===== src/rtl/pattest_pkg.sv =====
package pattest_pkg;

    localparam int HALF_W = 16;
    localparam int WORD_W = 32;
    localparam int BE_W   = WORD_W / 8;

    localparam logic [BE_W-1:0] BE_LO   = 4'b0011;
    localparam logic [BE_W-1:0] BE_HI   = 4'b1100;
    localparam logic [BE_W-1:0] BE_FULL = 4'b1111;

    typedef enum logic [1:0] {
        PH_IDLE  = 2'd0,
        PH_WRITE = 2'd1,
        PH_READ  = 2'd2
    } phase_e;

    typedef struct packed {
        logic              we;
        logic [BE_W-1:0]   be;
        logic [WORD_W-1:0] wdata;
    } lane_cmd_t;

    // Halfword value for outer index oi, inner index ii; second selects the +1 half.
    function automatic logic [HALF_W-1:0] half_value(input logic [31:0] oi,
                                                     input logic [31:0] ii,
                                                     input logic        second);
        logic [31:0] sum;
        sum = oi + ii + {31'd0, second};
        return sum[HALF_W-1:0];
    endfunction

    // Word expected after both halfwords of one (outer, inner) step are packed.
    function automatic logic [WORD_W-1:0] word_value(input logic [31:0] oi,
                                                     input logic [31:0] ii);
        return {half_value(oi, ii, 1'b1), half_value(oi, ii, 1'b0)};
    endfunction

endpackage


===== src/rtl/pattest_ctrl.sv =====
module pattest_ctrl
    import pattest_pkg::*;
#(
    parameter int OUTER_W = 16,
    parameter int INNER_N = 256,
    localparam int INNER_W = (INNER_N > 1) ? $clog2(INNER_N) : 1
) (
    input  logic               clk,
    input  logic               rst,
    input  logic               start,
    input  logic [OUTER_W-1:0] outer_cnt,
    input  logic               ack,
    input  logic               mismatch,
    output phase_e             phase,
    output logic [OUTER_W-1:0] idx_o,
    output logic [INNER_W-1:0] idx_i,
    output logic               hsel,
    output logic               accept,
    output logic               restart,
    output logic               done,
    output logic               pass,
    output logic               fail
);

    localparam logic [INNER_W-1:0] INNER_LAST = INNER_W'(INNER_N - 1);

    logic [OUTER_W-1:0] outer_q;
    logic               last_inner;
    logic               last_outer;

    assign last_inner = (idx_i == INNER_LAST);
    assign last_outer = (idx_o == outer_q - OUTER_W'(1));
    assign accept     = (phase == PH_IDLE) && start;
    assign restart    = (phase == PH_WRITE) && ack && hsel && last_inner && last_outer;

    always_ff @(posedge clk) begin
        if (rst) begin
            phase   <= PH_IDLE;
            idx_o   <= '0;
            idx_i   <= '0;
            hsel    <= 1'b0;
            outer_q <= '0;
            done    <= 1'b0;
            pass    <= 1'b0;
            fail    <= 1'b0;
        end else begin
            done <= 1'b0;
            case (phase)
                PH_IDLE: begin
                    if (start) begin
                        outer_q <= outer_cnt;
                        idx_o   <= '0;
                        idx_i   <= '0;
                        hsel    <= 1'b0;
                        fail    <= 1'b0;
                        if (outer_cnt == '0) begin
                            done <= 1'b1;
                            pass <= 1'b1;
                        end else begin
                            pass  <= 1'b0;
                            phase <= PH_WRITE;
                        end
                    end
                end
                PH_WRITE: begin
                    if (ack) begin
                        if (!hsel) begin
                            hsel <= 1'b1;
                        end else begin
                            hsel <= 1'b0;
                            if (last_inner) begin
                                idx_i <= '0;
                                if (last_outer) begin
                                    idx_o <= '0;
                                    phase <= PH_READ;
                                end else begin
                                    idx_o <= idx_o + OUTER_W'(1);
                                end
                            end else begin
                                idx_i <= idx_i + INNER_W'(1);
                            end
                        end
                    end
                end
                PH_READ: begin
                    if (ack) begin
                        if (mismatch) begin
                            phase <= PH_IDLE;
                            done  <= 1'b1;
                            fail  <= 1'b1;
                        end else if (last_inner) begin
                            idx_i <= '0;
                            if (last_outer) begin
                                phase <= PH_IDLE;
                                done  <= 1'b1;
                                pass  <= 1'b1;
                            end else begin
                                idx_o <= idx_o + OUTER_W'(1);
                            end
                        end else begin
                            idx_i <= idx_i + INNER_W'(1);
                        end
                    end
                end
                default: phase <= PH_IDLE;
            endcase
        end
    end

endmodule


===== src/rtl/pattest_agen.sv =====
module pattest_agen
    import pattest_pkg::*;
#(
    parameter int ADDR_W = 32
) (
    input  logic              clk,
    input  logic              rst,
    input  logic              accept,
    input  logic [ADDR_W-1:0] base_in,
    input  logic              restart,
    input  logic              ack,
    input  phase_e            phase,
    input  logic [HALF_W-1:0] hw_value,
    output logic [ADDR_W-1:0] addr,
    output lane_cmd_t         cmd
);

    localparam logic [ADDR_W-1:0] ALIGN_MASK = ~ADDR_W'(3);
    localparam logic [ADDR_W-1:0] STEP_HALF  = ADDR_W'(2);
    localparam logic [ADDR_W-1:0] STEP_WORD  = ADDR_W'(4);

    logic [ADDR_W-1:0] base_q;
    logic [ADDR_W-1:0] addr_q;

    always_ff @(posedge clk) begin
        if (rst) begin
            base_q <= '0;
            addr_q <= '0;
        end else if (accept) begin
            base_q <= base_in & ALIGN_MASK;
            addr_q <= base_in & ALIGN_MASK;
        end else if (restart) begin
            addr_q <= base_q;
        end else if (ack && phase != PH_IDLE) begin
            addr_q <= addr_q + ((phase == PH_READ) ? STEP_WORD : STEP_HALF);
        end
    end

    assign addr = addr_q;

    always_comb begin
        cmd = '0;
        case (phase)
            PH_WRITE: begin
                cmd.we = 1'b1;
                if (addr_q[1]) begin
                    cmd.be    = BE_HI;
                    cmd.wdata = {hw_value, {HALF_W{1'b0}}};
                end else begin
                    cmd.be    = BE_LO;
                    cmd.wdata = {{HALF_W{1'b0}}, hw_value};
                end
            end
            PH_READ: begin
                cmd.we = 1'b0;
                cmd.be = BE_FULL;
            end
            default: cmd = '0;
        endcase
    end

endmodule


===== src/rtl/pattest_cmp.sv =====
module pattest_cmp
    import pattest_pkg::*;
#(
    parameter int OUTER_W = 16,
    parameter int INNER_W = 8
) (
    input  phase_e             phase,
    input  logic               ack,
    input  logic [WORD_W-1:0]  rdata,
    input  logic [OUTER_W-1:0] idx_o,
    input  logic [INNER_W-1:0] idx_i,
    output logic               mismatch
);

    logic [WORD_W-1:0] expect_w;

    assign expect_w = word_value(32'(idx_o), 32'(idx_i));
    assign mismatch = (phase == PH_READ) && ack && (rdata != expect_w);

endmodule


===== src/rtl/pattest_top.sv =====
module pattest_top
    import pattest_pkg::*;
#(
    parameter int ADDR_W  = 32,
    parameter int OUTER_W = 16,
    parameter int INNER_N = 256
) (
    input  logic               clk,
    input  logic               rst,
    input  logic               start,
    input  logic [ADDR_W-1:0]  base_addr,
    input  logic [OUTER_W-1:0] outer_cnt,
    output logic               busy,
    output logic               done,
    output logic               pass,
    output logic               fail,
    output logic               mem_req,
    output logic               mem_we,
    output logic [ADDR_W-1:0]  mem_addr,
    output logic [3:0]         mem_be,
    output logic [31:0]        mem_wdata,
    input  logic               mem_ack,
    input  logic [31:0]        mem_rdata
);

    localparam int INNER_W = (INNER_N > 1) ? $clog2(INNER_N) : 1;

    phase_e             phase;
    logic [OUTER_W-1:0] idx_o;
    logic [INNER_W-1:0] idx_i;
    logic               hsel;
    logic               accept;
    logic               restart;
    logic               mismatch;
    logic [HALF_W-1:0]  hw_value;
    lane_cmd_t          cmd;

    assign hw_value = half_value(32'(idx_o), 32'(idx_i), hsel);

    pattest_ctrl #(
        .OUTER_W (OUTER_W),
        .INNER_N (INNER_N)
    ) ctrl_i (
        .clk       (clk),
        .rst       (rst),
        .start     (start),
        .outer_cnt (outer_cnt),
        .ack       (mem_ack),
        .mismatch  (mismatch),
        .phase     (phase),
        .idx_o     (idx_o),
        .idx_i     (idx_i),
        .hsel      (hsel),
        .accept    (accept),
        .restart   (restart),
        .done      (done),
        .pass      (pass),
        .fail      (fail)
    );

    pattest_agen #(
        .ADDR_W (ADDR_W)
    ) agen_i (
        .clk      (clk),
        .rst      (rst),
        .accept   (accept),
        .base_in  (base_addr),
        .restart  (restart),
        .ack      (mem_ack),
        .phase    (phase),
        .hw_value (hw_value),
        .addr     (mem_addr),
        .cmd      (cmd)
    );

    pattest_cmp #(
        .OUTER_W (OUTER_W),
        .INNER_W (INNER_W)
    ) cmp_i (
        .phase    (phase),
        .ack      (mem_ack),
        .rdata    (mem_rdata),
        .idx_o    (idx_o),
        .idx_i    (idx_i),
        .mismatch (mismatch)
    );

    assign busy      = (phase != PH_IDLE);
    assign mem_req   = (phase != PH_IDLE);
    assign mem_we    = cmd.we;
    assign mem_be    = cmd.be;
    assign mem_wdata = cmd.wdata;

endmodule


===== config.mk =====
export PLATFORM = sky130hd
export DESIGN_NAME = pattest_top
export DESIGN_NICKNAME = d
export VERILOG_FILES = /design/src/rtl/pattest_pkg.sv /design/src/rtl/pattest_ctrl.sv /design/src/rtl/pattest_agen.sv /design/src/rtl/pattest_cmp.sv /design/src/rtl/pattest_top.sv
export SDC_FILE = /design/constraint.sdc
export NUM_CORES = 1
export LEC_CHECK = 0
export CELL_PAD_IN_SITES_DETAIL_PLACEMENT = 0
export CELL_PAD_IN_SITES_GLOBAL_PLACEMENT = 1
export CORE_MARGIN = 8
export CORE_UTILIZATION = 38
export CTS_CLUSTER_SIZE = 20
export DETAILED_ROUTE_END_ITERATION = 8
export PLACE_DENSITY = 0.91
export SYNTH_ARGS = -nofsm -noshare
export SYNTH_HDL_FRONTEND = slang
export SYNTH_SLANG_ARGS = --single-unit

===== constraint.sdc =====
create_clock -name clk -period 5.7 [get_ports clk]
set_input_delay 1.425 -clock clk [delete_from_list [all_inputs] [get_ports clk]]
set_output_delay 1.425 -clock clk [all_outputs]
set_load 0.02 [all_outputs]

---- After elaboration in Yosys (flattened, before gate mapping) ----
Cells that the tools add are included.
storage, ports and cells
  word-level logic and storage cells ...... 116
  bits in registers ....................... 108
  memory bits (writable) .................. 0
  memory bits (read-only) ................. 0
  input port bits ......................... 84
  memories kept ........................... 0
  bits in latches ......................... 0
operators by class
  add/sub/neg operators ................... 7
  mux-type cells .......................... 55
  bitwise logic cells ..................... 0
  eq/ne operators ......................... 19
  multipliers ............................. 0
  shift-type cells ........................ 0
  reductions and logical operators ........ 24
  divide/modulo/power cells ............... 0
  $lt $le $gt $ge ......................... 0
operator list
  operator                 number
  $mux W16                 9
  $mux W32                 4
  $mux W8                  6
  $pmux W16 S3             1
  $mux W36                 1
  $add A16 B1 Y16 const B  2
  $add A32 B32 Y32         1
  $ne A32 B32 Y1           1
  $pmux W8 S3              1
  $ne A2 B2 Y1 const B     11
  $mux W2                  10
  $reduce_and A9 Y1        2
  $add A16 B1 Y16          1
  $add A16 B8 Y16          1
  $eq A16 B16 Y1           1
  $logic_not A16 Y1        1
  $mux W1                  16
  $sub A16 B1 Y16 const B  1
  $reduce_and A6 Y1        2
  $pmux W5 S2              1
  $add A8 B1 Y8 const B    1
  $eq A8 B8 Y1 const B     1
  $logic_and A1 B1 Y1      8
  $pmux W1 S2              4
  other kinds (13)         18

---- Longest topological paths before layout ----
Gate-level depths: netlist of run 1.
  word-level depth ........................ 7
  mapped depth ............................ 17

---- Cells and area by module ----
From an unflattened synthesis of run 1, not the netlist that was laid out.
unflattened totals
  cells, all modules ...................... 1117
  area total of the unflattened synthesis .. 8564.5 um^2
modules (own cells, without submodules)
  module        times used  area each (um^2)  cells an instance  sequential area each (um^2)
  pattest_agen  1           3694.8            466                1241.2
  pattest_ctrl  1           2860.2            377                920.9
  pattest_cmp   1           1480.2            205                0.0
  pattest_top   1           529.3             69                 0.0

---- Worst setup path before layout of run 1 ----
Ideal clock, no wire load.
  kind .................................... flip-flop to output port
  start ................................... register ctrl_i.idx_o[0]
  end ..................................... output port mem_wdata[15]
  data arrival time ....................... 3.668 ns
  path buffers ............................ 1
  data required time ...................... 4.275 ns
  stages on the path, launching flop included .. 15
  path slack .............................. 0.607 ns
  path through ............................ dfxtp_1 -> ha_1 -> inv_1 -> fa_1 -> nand2b_2 -> a211oi_4 -> o211ai_2 -> xor2_2 -> or4_1 -> buf_2 -> or2_2 -> nor3_1 -> nand2_1 -> xnor2_1 -> nor2_1
between the ends
  longest elaborated chain between the ends .. 4
RTL lines
  element                   RTL line            text
  start: declaration        pattest_ctrl.sv:15  output logic [OUTER_W-1:0] idx_o,
  start signal: assignment  pattest_ctrl.sv:77  idx_o <= idx_o + OUTER_W'(1);
  start signal: assignment  pattest_ctrl.sv:98  idx_o <= idx_o + OUTER_W'(1);
  $add A16 B8 Y16           pattest_pkg.sv:28   sum = oi + ii + {31'd0, second};
  $add A16 B1 Y16           pattest_pkg.sv:28
  $mux W36                  pattest_agen.sv:46  if (addr_q[1]) begin
  $mux W32                  pattest_agen.sv:43  case (phase)
  end: declaration          pattest_top.sv:21   output logic [31:0] mem_wdata,
Every way passes these cells.

---- Final worst setup path of run 1 ----
  start ................................... register ctrl_i.idx_o[0]
  end ..................................... output port mem_wdata[31]
The elaborated chain is that of the path after synthesis.

==> out/metrics.yaml, run 1 <==
placed_design:
  place.gp.congestion: 0.927
  place_ws_ns: 0.184
  place_area_um2: 10200
  dpl.hpwl_mm: 20.3
  place_inst: 1542
  portBuffers: 155
timing:
  tightest_slew_ns: 1.08
  setup_tns_ns: 0
  period_needed_ns: 5.52
  max_freq_mhz: 181
  fin_ws_ns: 0.179
  maxSlewViolCount: 0
  min_period_over_period_pct: 96.9
  relSlewSlack_pct: 27.8
  hold_viol_final: 0
  finClkSkew_ns: 0.0134
  setup_viol: 0
cells_and_area:
  final_core_util_pct: 48.1
  n_fill_cell: 2212
  seqCellArea_um2: 2160
  antenna_cells: 0
  fin_cells: 1557
  final_cell_area_um2: 10500
  areaGrowthSynthToFinish_pct: 24.3
  multi_input_area_um2: 5860
  drive_gt1_share_pct: 5.17
  nets: 1379
drt:
  wl_mm: 26.8
  drtAntennaViolNets: 0
  drc_errors: 0
  first_pass_iters: 5
  viasPerCell: 5.68
  drt_iter0_drc: 601
  wl_per_cell_um: 17.2
  vias: 8850
clocking:
  ctsHoldBuffers: 0
  insertion_delay_ns: 0.35
  cts_buffer_depth: 2
  cts-htree-levels: 3
  path_clk_slew_ns: 0.07
  cts.sinks: 108
  root_buffer: "clkbuf_16"
  numCtsBuffers: 9
  post_cts_buffers: 0
  cts_tree: "built"
synthesis:
  synth_area_per_cell_um2: 7.26
  yosys.cell_count.top_type: "nand2_1"
  synth-async-reset-ratio_pct: 0
  synth_area_leaders: "dfxtp_1 (26%), nand2_1 (8.3%), xnor2_1 (5.4%)"
  ys.warnings.count: 0
  synth_cell_type_count: 78
  synthCells: 1158
  post-synth-top-area-cell: "dfxtp_1"
  synth_area_um2: 8410
  synth_edf_count: 0
  synthTopCellsByCount: "nand2_1 (185), nor2_1 (117), dfxtp_1 (108), a21oi_1 (74), clkbuf_1 (56)"
  yosys_register_bits: 108
  ys.flop_type: "dfxtp_1"
  synth_nets: 1264
  yosysTopAreaCellShare_pct: 25.7
  ys_seq_area_share_pct: 25.7
die:
  start_util_pct: 38.6
  fp.coreArea_um2: 21800
  die-area_um2: 27100
  rows: 54
  fp.dieW_um: 165
  die_y_um: 165
  pin_count: 158
global_route:
  grt.overflow.total: 0
  antenna_found_initial: 0
  grt_max_degree: 70
  grt_pass1_vias: 8451
  gr-usage-all-layers_pct: 19.3
  grt_pass1_wl_mm: 43.0
run_status:
  status: "finished, final reports clean"
critical_path:
  path_max_fanout: 4
  start_kind: "flop"
  crit_required_ns: 4.28
  reg2reg_slack_ns: 0.62
  cp-end-kind: "output port"
  arrival_ns: 4.10
  critical_path_class: "flop to output port"
  rr_worst_depth: 15
power:
  power_frac_seq_pct: 35.0
  peakVddDrop_mv: 0.206
  p_int_mw: 1.74
  leakage_nw: 3.83
  p_comb_share_pct: 44.5
  p_clk_share_pct: 20.4
  powerDensity_nw_per_um2: 282
  p_sw_mw: 1.21
  swShare_pct: 41.0
job:
  drv_cap: 0
hold_path:
  min_path_type: "flop to flop"
  hold-path-cell-count: 2
critical path: stages, from the launching register on:
cell	delay, ns
dfxtp_1	0.36
ha_2	0.20
inv_1	0.06
fa_1	0.40
nand2b_2	0.25
a211oi_4	0.34
o211ai_2	0.15
xor2_2	0.17
or4_1	0.57
or2_2	0.33
nor3_2	0.22
nand2_1	0.12
xnor2_2	0.15
nor2_1	0.10
clkdlybuf4s15_1	0.32
through the flow:
stage | power, mW | hold slack (ns)
after CTS | 2.97 | 0.454
final | 2.95 | 0.454
after detailed placement | 2.36 | 0.443
after global placement | 2.34 | 0.438
after floorplan | 1.89 | 0.432
after global routing | 3.16 | 0.471
cells by family after synthesis:
| group | count (synthesis) | synth area share [%] |
|---|---|---|
| multiplexers | 13 | 1.59 |
| AO/OA/AOI/OAI | 289 | 23.6 |
| buffers and inverters | 101 | 4.82 |
| AND/OR/NAND/NOR | 537 | 31.0 |
| flip-flops | 108 | 25.7 |
| adder cells (fa/ha/maj) | 22 | 3.45 |
| XOR/XNOR | 88 | 9.85 |
registers in the layout (all words and copies together), names as in the netlist:
signal and cells:
agen_i.addr 32, ctrl_i.done 1, ctrl_i.idx_o 16, ctrl_i.pass 1, ctrl_i.idx_i 8, ctrl_i.outer_q 16, agen_i.base_q 30, ctrl_i.hsel 1
ctrl_i.fail 1, ctrl_i.phase 2
cells in the final DEF (no fill, tap or decap), types with 7 or more instances in the layout:
cell,Yosys,routed
o211ai_1,41,41
dfxtp_1,108,107
o21ai_0,49,49
nor4_1,14,14
a31oi_1,12,12
nor2_1,117,117
inv_1,30,30
xor2_1,31,31
nor3b_1,9,9
a21oi_1,74,74
nand3_1,50,50
a211o_1,9,9
a21o_1,8,8
buf_4,3,21
mux2i_1,10,10
xnor2_1,52,51
and4_1,8,8
nand2b_1,9,9
clkdlybuf4s50_1,0,146
and3_1,28,28
or3_1,11,11
nor2b_1,8,8
clkbuf_16,0,9
and2_1,11,10
nand4_1,21,21
nor3_1,33,32
a211oi_1,13,13
nand4b_1,7,7
nand2_1,185,184
ha_1,20,19
a311oi_1,16,16
power by group through the flow:
stage                     Clock (mW)  Combinational [mW]  Sequential (mW)
after detailed placement           0                1.31             1.05
after floorplan                    0               0.806             1.08
after CTS                      0.618                1.32             1.03
final                          0.602                1.31             1.03
after global placement             0                1.29             1.04
after global routing           0.653                1.46             1.05
final timing paths:
check	to	startpoint
max reg2reg	ctrl_i.idx_o[11]$_SDFFE_PP0P_	ctrl_i.idx_o[0]$_SDFFE_PP0P_
min	agen_i.base_q[19]$_SDFFE_PP0P_	agen_i.base_q[19]$_SDFFE_PP0P_
max	mem_wdata[31]	ctrl_i.idx_o[0]$_SDFFE_PP0P_
min reg2reg	agen_i.base_q[19]$_SDFFE_PP0P_	agen_i.base_q[19]$_SDFFE_PP0P_
what timing repair did:
action | 4_1_cts | 5_1_grt
endpoints found under the setup margin | 6 | 6
pin swaps | 0 | 2
resized for setup | 6 | 9
area by class of cell:
cell class | count | share of cell area (%)
Clock buffer | 10 | 2.29
Clock inverter | 5 | 0.335
Inverter | 30 | 1.08
Multi-Input combinational cell | 949 | 56.1
Sequential cell | 108 | 20.7
Tap cell | 280 | 3.35
Timing Repair Buffer | 175 | 16.2
layer usage:
layer / vias to the layer above / routed length, µm / GRT usage (%)
met5: - / 0 / 0
li1: 4439 / - / -
met3: 42 / 1470 / 3.24
met4: 0 / 471 / 5.49
met1: 4112 / 12300 / 24.8
met2: 257 / 12500 / 32.5
(Power assumes the default switching activity.)
==> run 2, diff against run 1 <==
--- a/config.mk
+++ b/config.mk
@@ -5,6 +5,7 @@
 export SDC_FILE = /design/constraint.sdc
 export NUM_CORES = 1
 export LEC_CHECK = 0
+export ABC_CLOCK_PERIOD_IN_PS = 5700
 export CELL_PAD_IN_SITES_DETAIL_PLACEMENT = 0
 export CELL_PAD_IN_SITES_GLOBAL_PLACEMENT = 1
 export CORE_MARGIN = 8
==> results of run 2 <==
Same layout as run 1: the final DEF is identical, and so are final timing and power.
==> run 3, diff against run 2 <==
--- a/config.mk
+++ b/config.mk
@@ -12,7 +12,7 @@
 export CORE_UTILIZATION = 38
 export CTS_CLUSTER_SIZE = 20
 export DETAILED_ROUTE_END_ITERATION = 8
-export PLACE_DENSITY = 0.91
+export PLACE_DENSITY_LB_ADDON = 0.1
 export SYNTH_ARGS = -nofsm -noshare
 export SYNTH_HDL_FRONTEND = slang
 export SYNTH_SLANG_ARGS = --single-unit
==> run 3 against run 2 <==
Global-route usage increased by 1.1 points. Critical endpoint unchanged. Wire length increased by 6.3%. Total power increased by 3.4%. Largest cell class unchanged. Largest power group unchanged. Sequential share of layout area decreased by 0.21 points.
==> out/metrics.yaml, run 3 (synthesized netlist as in run 1, its figures left out) <==
run_status:
  status: "finished, final reports clean"
global_route:
  grt.overflow.total: 0  # unchanged
  gr-usage-all-layers_pct: 20.4  # +1.1 points
  grt_pass1_wl_mm: 44.6  # +3.8%
  grt_pass1_vias: 8180  # -3.2%
  grt_max_degree: 73  # +4.3%
  antenna_found_initial: 0  # unchanged
die:
  die_y_um: 165  # unchanged
  fp.dieW_um: 165  # unchanged
  start_util_pct: 38.6  # unchanged
  pin_count: 158  # unchanged
  rows: 54  # unchanged
  die-area_um2: 27100  # unchanged
  fp.coreArea_um2: 21800  # unchanged
critical_path:
  cp_num_buf_inv: 2  # unchanged
  critPathSlowestCell: "or4_1"
  crit_family: "simple AND/OR/NAND/NOR gates"
  crit_required_ns: 4.28  # about the same
  critical_path_class: "flop to output port"
  path_max_fanout: 4  # unchanged
  arrival_ns: 4.03  # -0.07 ns
  worstPathCellList: "ha_1 -> inv_1 -> fa_1 -> nand2b_2 -> a211oi_4 -> o211ai_2 -> xor2_2 -> or4_1 -> or2_2 -> nor3_2 -> nand2_1 -> xnor2_2 -> nor2_1 -> dlygate4sd2_1"
  crit_path_max_incr_delay_ns: 0.56  # about the same
  cp-end-kind: "output port"
  start_kind: "flop"
cells_and_area:
  drive_gt1_share_pct: 5.62  # +0.45 points
  areaGrowthSynthToFinish_pct: 25.6
  layout_commonest_cell: "nand2_1"
  final_cell_mix: "nand2_1 (184), clkdlybuf4s50_1 (146), nor2_1 (117), dfxtp_1 (107), a21oi_1 (73)"
  largest_reg_flops: 32  # unchanged
  nets: 1383  # +0.29%
  antenna_cells: 0  # unchanged
timing:
  fin_ws_ns: 0.243  # +0.0648 ns
  setup_tns_ns: 0  # unchanged
  tightest_slew_ns: 1.07  # -0.00987 ns
  min_period_over_period_pct: 95.7  # -1.1 points
  maxSlewViolCount: 0  # unchanged
  relSlewSlack_pct: 28.4  # +0.66 points
  setup_viol: 0  # unchanged
  max_freq_mhz: 183  # +1.2%
  finClkSkew_ns: 0.0240  # +0.0107 ns
  rsz0062_at_grt: "no"
  hold_viol_final: 0  # unchanged
  period_needed_ns: 5.46  # -0.0648 ns
placed_design:
  place.gp.congestion: 0.883  # -4.7%
  place_ws_ns: 0.233  # +0.0491 ns
  dpl.hpwl_mm: 22.0  # +8.2%
  portBuffers: 155  # unchanged
clocking:
  insertion_delay_ns: 0.37  # +0.02 ns
  cts.sinks: 108  # unchanged
  numCtsBuffers: 9  # unchanged
  cts_tree: "built"
  post_cts_resize_count: 4  # -2
  cts-htree-levels: 3  # unchanged
  path_clk_slew_ns: 0.08  # about the same
  root_buffer: "clkbuf_16"
  ctsHoldBuffers: 0  # unchanged
  post_cts_buffers: 0  # unchanged
  cts_buffer_depth: 2  # unchanged
hold_path:
  min_path_type: "flop to flop"
drt:
  wl_per_cell_um: 18.2  # +6.0%
  drtAntennaViolNets: 0  # unchanged
  first_pass_iters: 7  # +2
  vias: 8894  # +0.50%
  drt_iter0_drc: 580  # -3.5%
  drc_errors: 0  # unchanged
  wl_mm: 28.5  # +6.3%
  viasPerCell: 5.69  # +0.18%
job:
  drv_cap: 0  # unchanged
power:
  leakage_nw: 3.91  # +2.1%
  powerDensity_nw_per_um2: 288  # +2.3%
  total_power_mw: 3.05  # +3.4%
  peakVddDrop_mv: 0.191  # -7.1%
-- run 3: changes by cell type in the layout (fill, tap and decap cells not counted), sizes merged --
cell           change
buf                +4
clkbuf             -2
dlymetal6s2s       +2
inv                +2
bufinv             +1
clkdlybuf4s15      -1
clkinv             -1
-- run 3: final timing paths --
check | startpoint | endpoint | depth (start not counted) | slack, ns
max | ctrl_i.idx_o[0]$_SDFFE_PP0P_ | mem_wdata[31] | 14 | 0.24
min | agen_i.base_q[4]$_SDFFE_PP0P_ | agen_i.base_q[4]$_SDFFE_PP0P_ | 2 | 0.46
max reg2reg | ctrl_i.idx_o[0]$_SDFFE_PP0P_ | ctrl_i.idx_o[11]$_SDFFE_PP0P_ | 15 | 0.72
min reg2reg | agen_i.base_q[4]$_SDFFE_PP0P_ | agen_i.base_q[4]$_SDFFE_PP0P_ | 2 | 0.46
-- run 3: final cells by class --
class	count	area [µm²]
fill	2258	11200
multi-input combinational	949	5870
sequential	108	2160
timing repair buffer	179	1730
tap	280	350
clock buffer	9	225
inverter	30	113
clock inverter	7	103
-- run 3: worst reg2reg max path: stages (launching register included) --
cell,delay (ns)
dfxtp_1,0.37
ha_1,0.20
inv_1,0.06
fa_1,0.39
nand2b_2,0.24
a211oi_4,0.30
buf_4,0.20
o211ai_1,0.16
xnor2_2,0.43
xor2_1,0.29
or4b_2,0.63
o211ai_2,0.19
and4b_4,0.32
a311oi_4,0.11
or3_1,0.64
o41ai_2,0.35
-- run 3: layer usage --
layer / vias up / GRT usage, % / routed length [µm]
met2: 227 / 31.3 / 12200
met3: 22 / 2.87 / 1550
met1: 4207 / 29.4 / 14300
li1: 4438 / - / -
met4: 0 / 4.91 / 376
met5: - / 0 / 0
-- run 3: per-stage QoR --
stage	cells	area, µm²	hold slack (ns)	utilization, %
after floorplan	1158	8410	0.432	-
after global placement	1546	10200	0.439	46.9
after detailed placement	1546	10200	0.446	46.9
after CTS	1562	10500	0.458	48.4
after global routing	1562	10600	0.476	48.5
final	1562	10600	0.456	48.5
-- run 3: power by group --
part           leakage [nW]  switching, mW  internal (mW)
Clock                 0.160          0.331          0.359
Combinational          2.86          0.777          0.546
Sequential            0.884          0.153          0.881
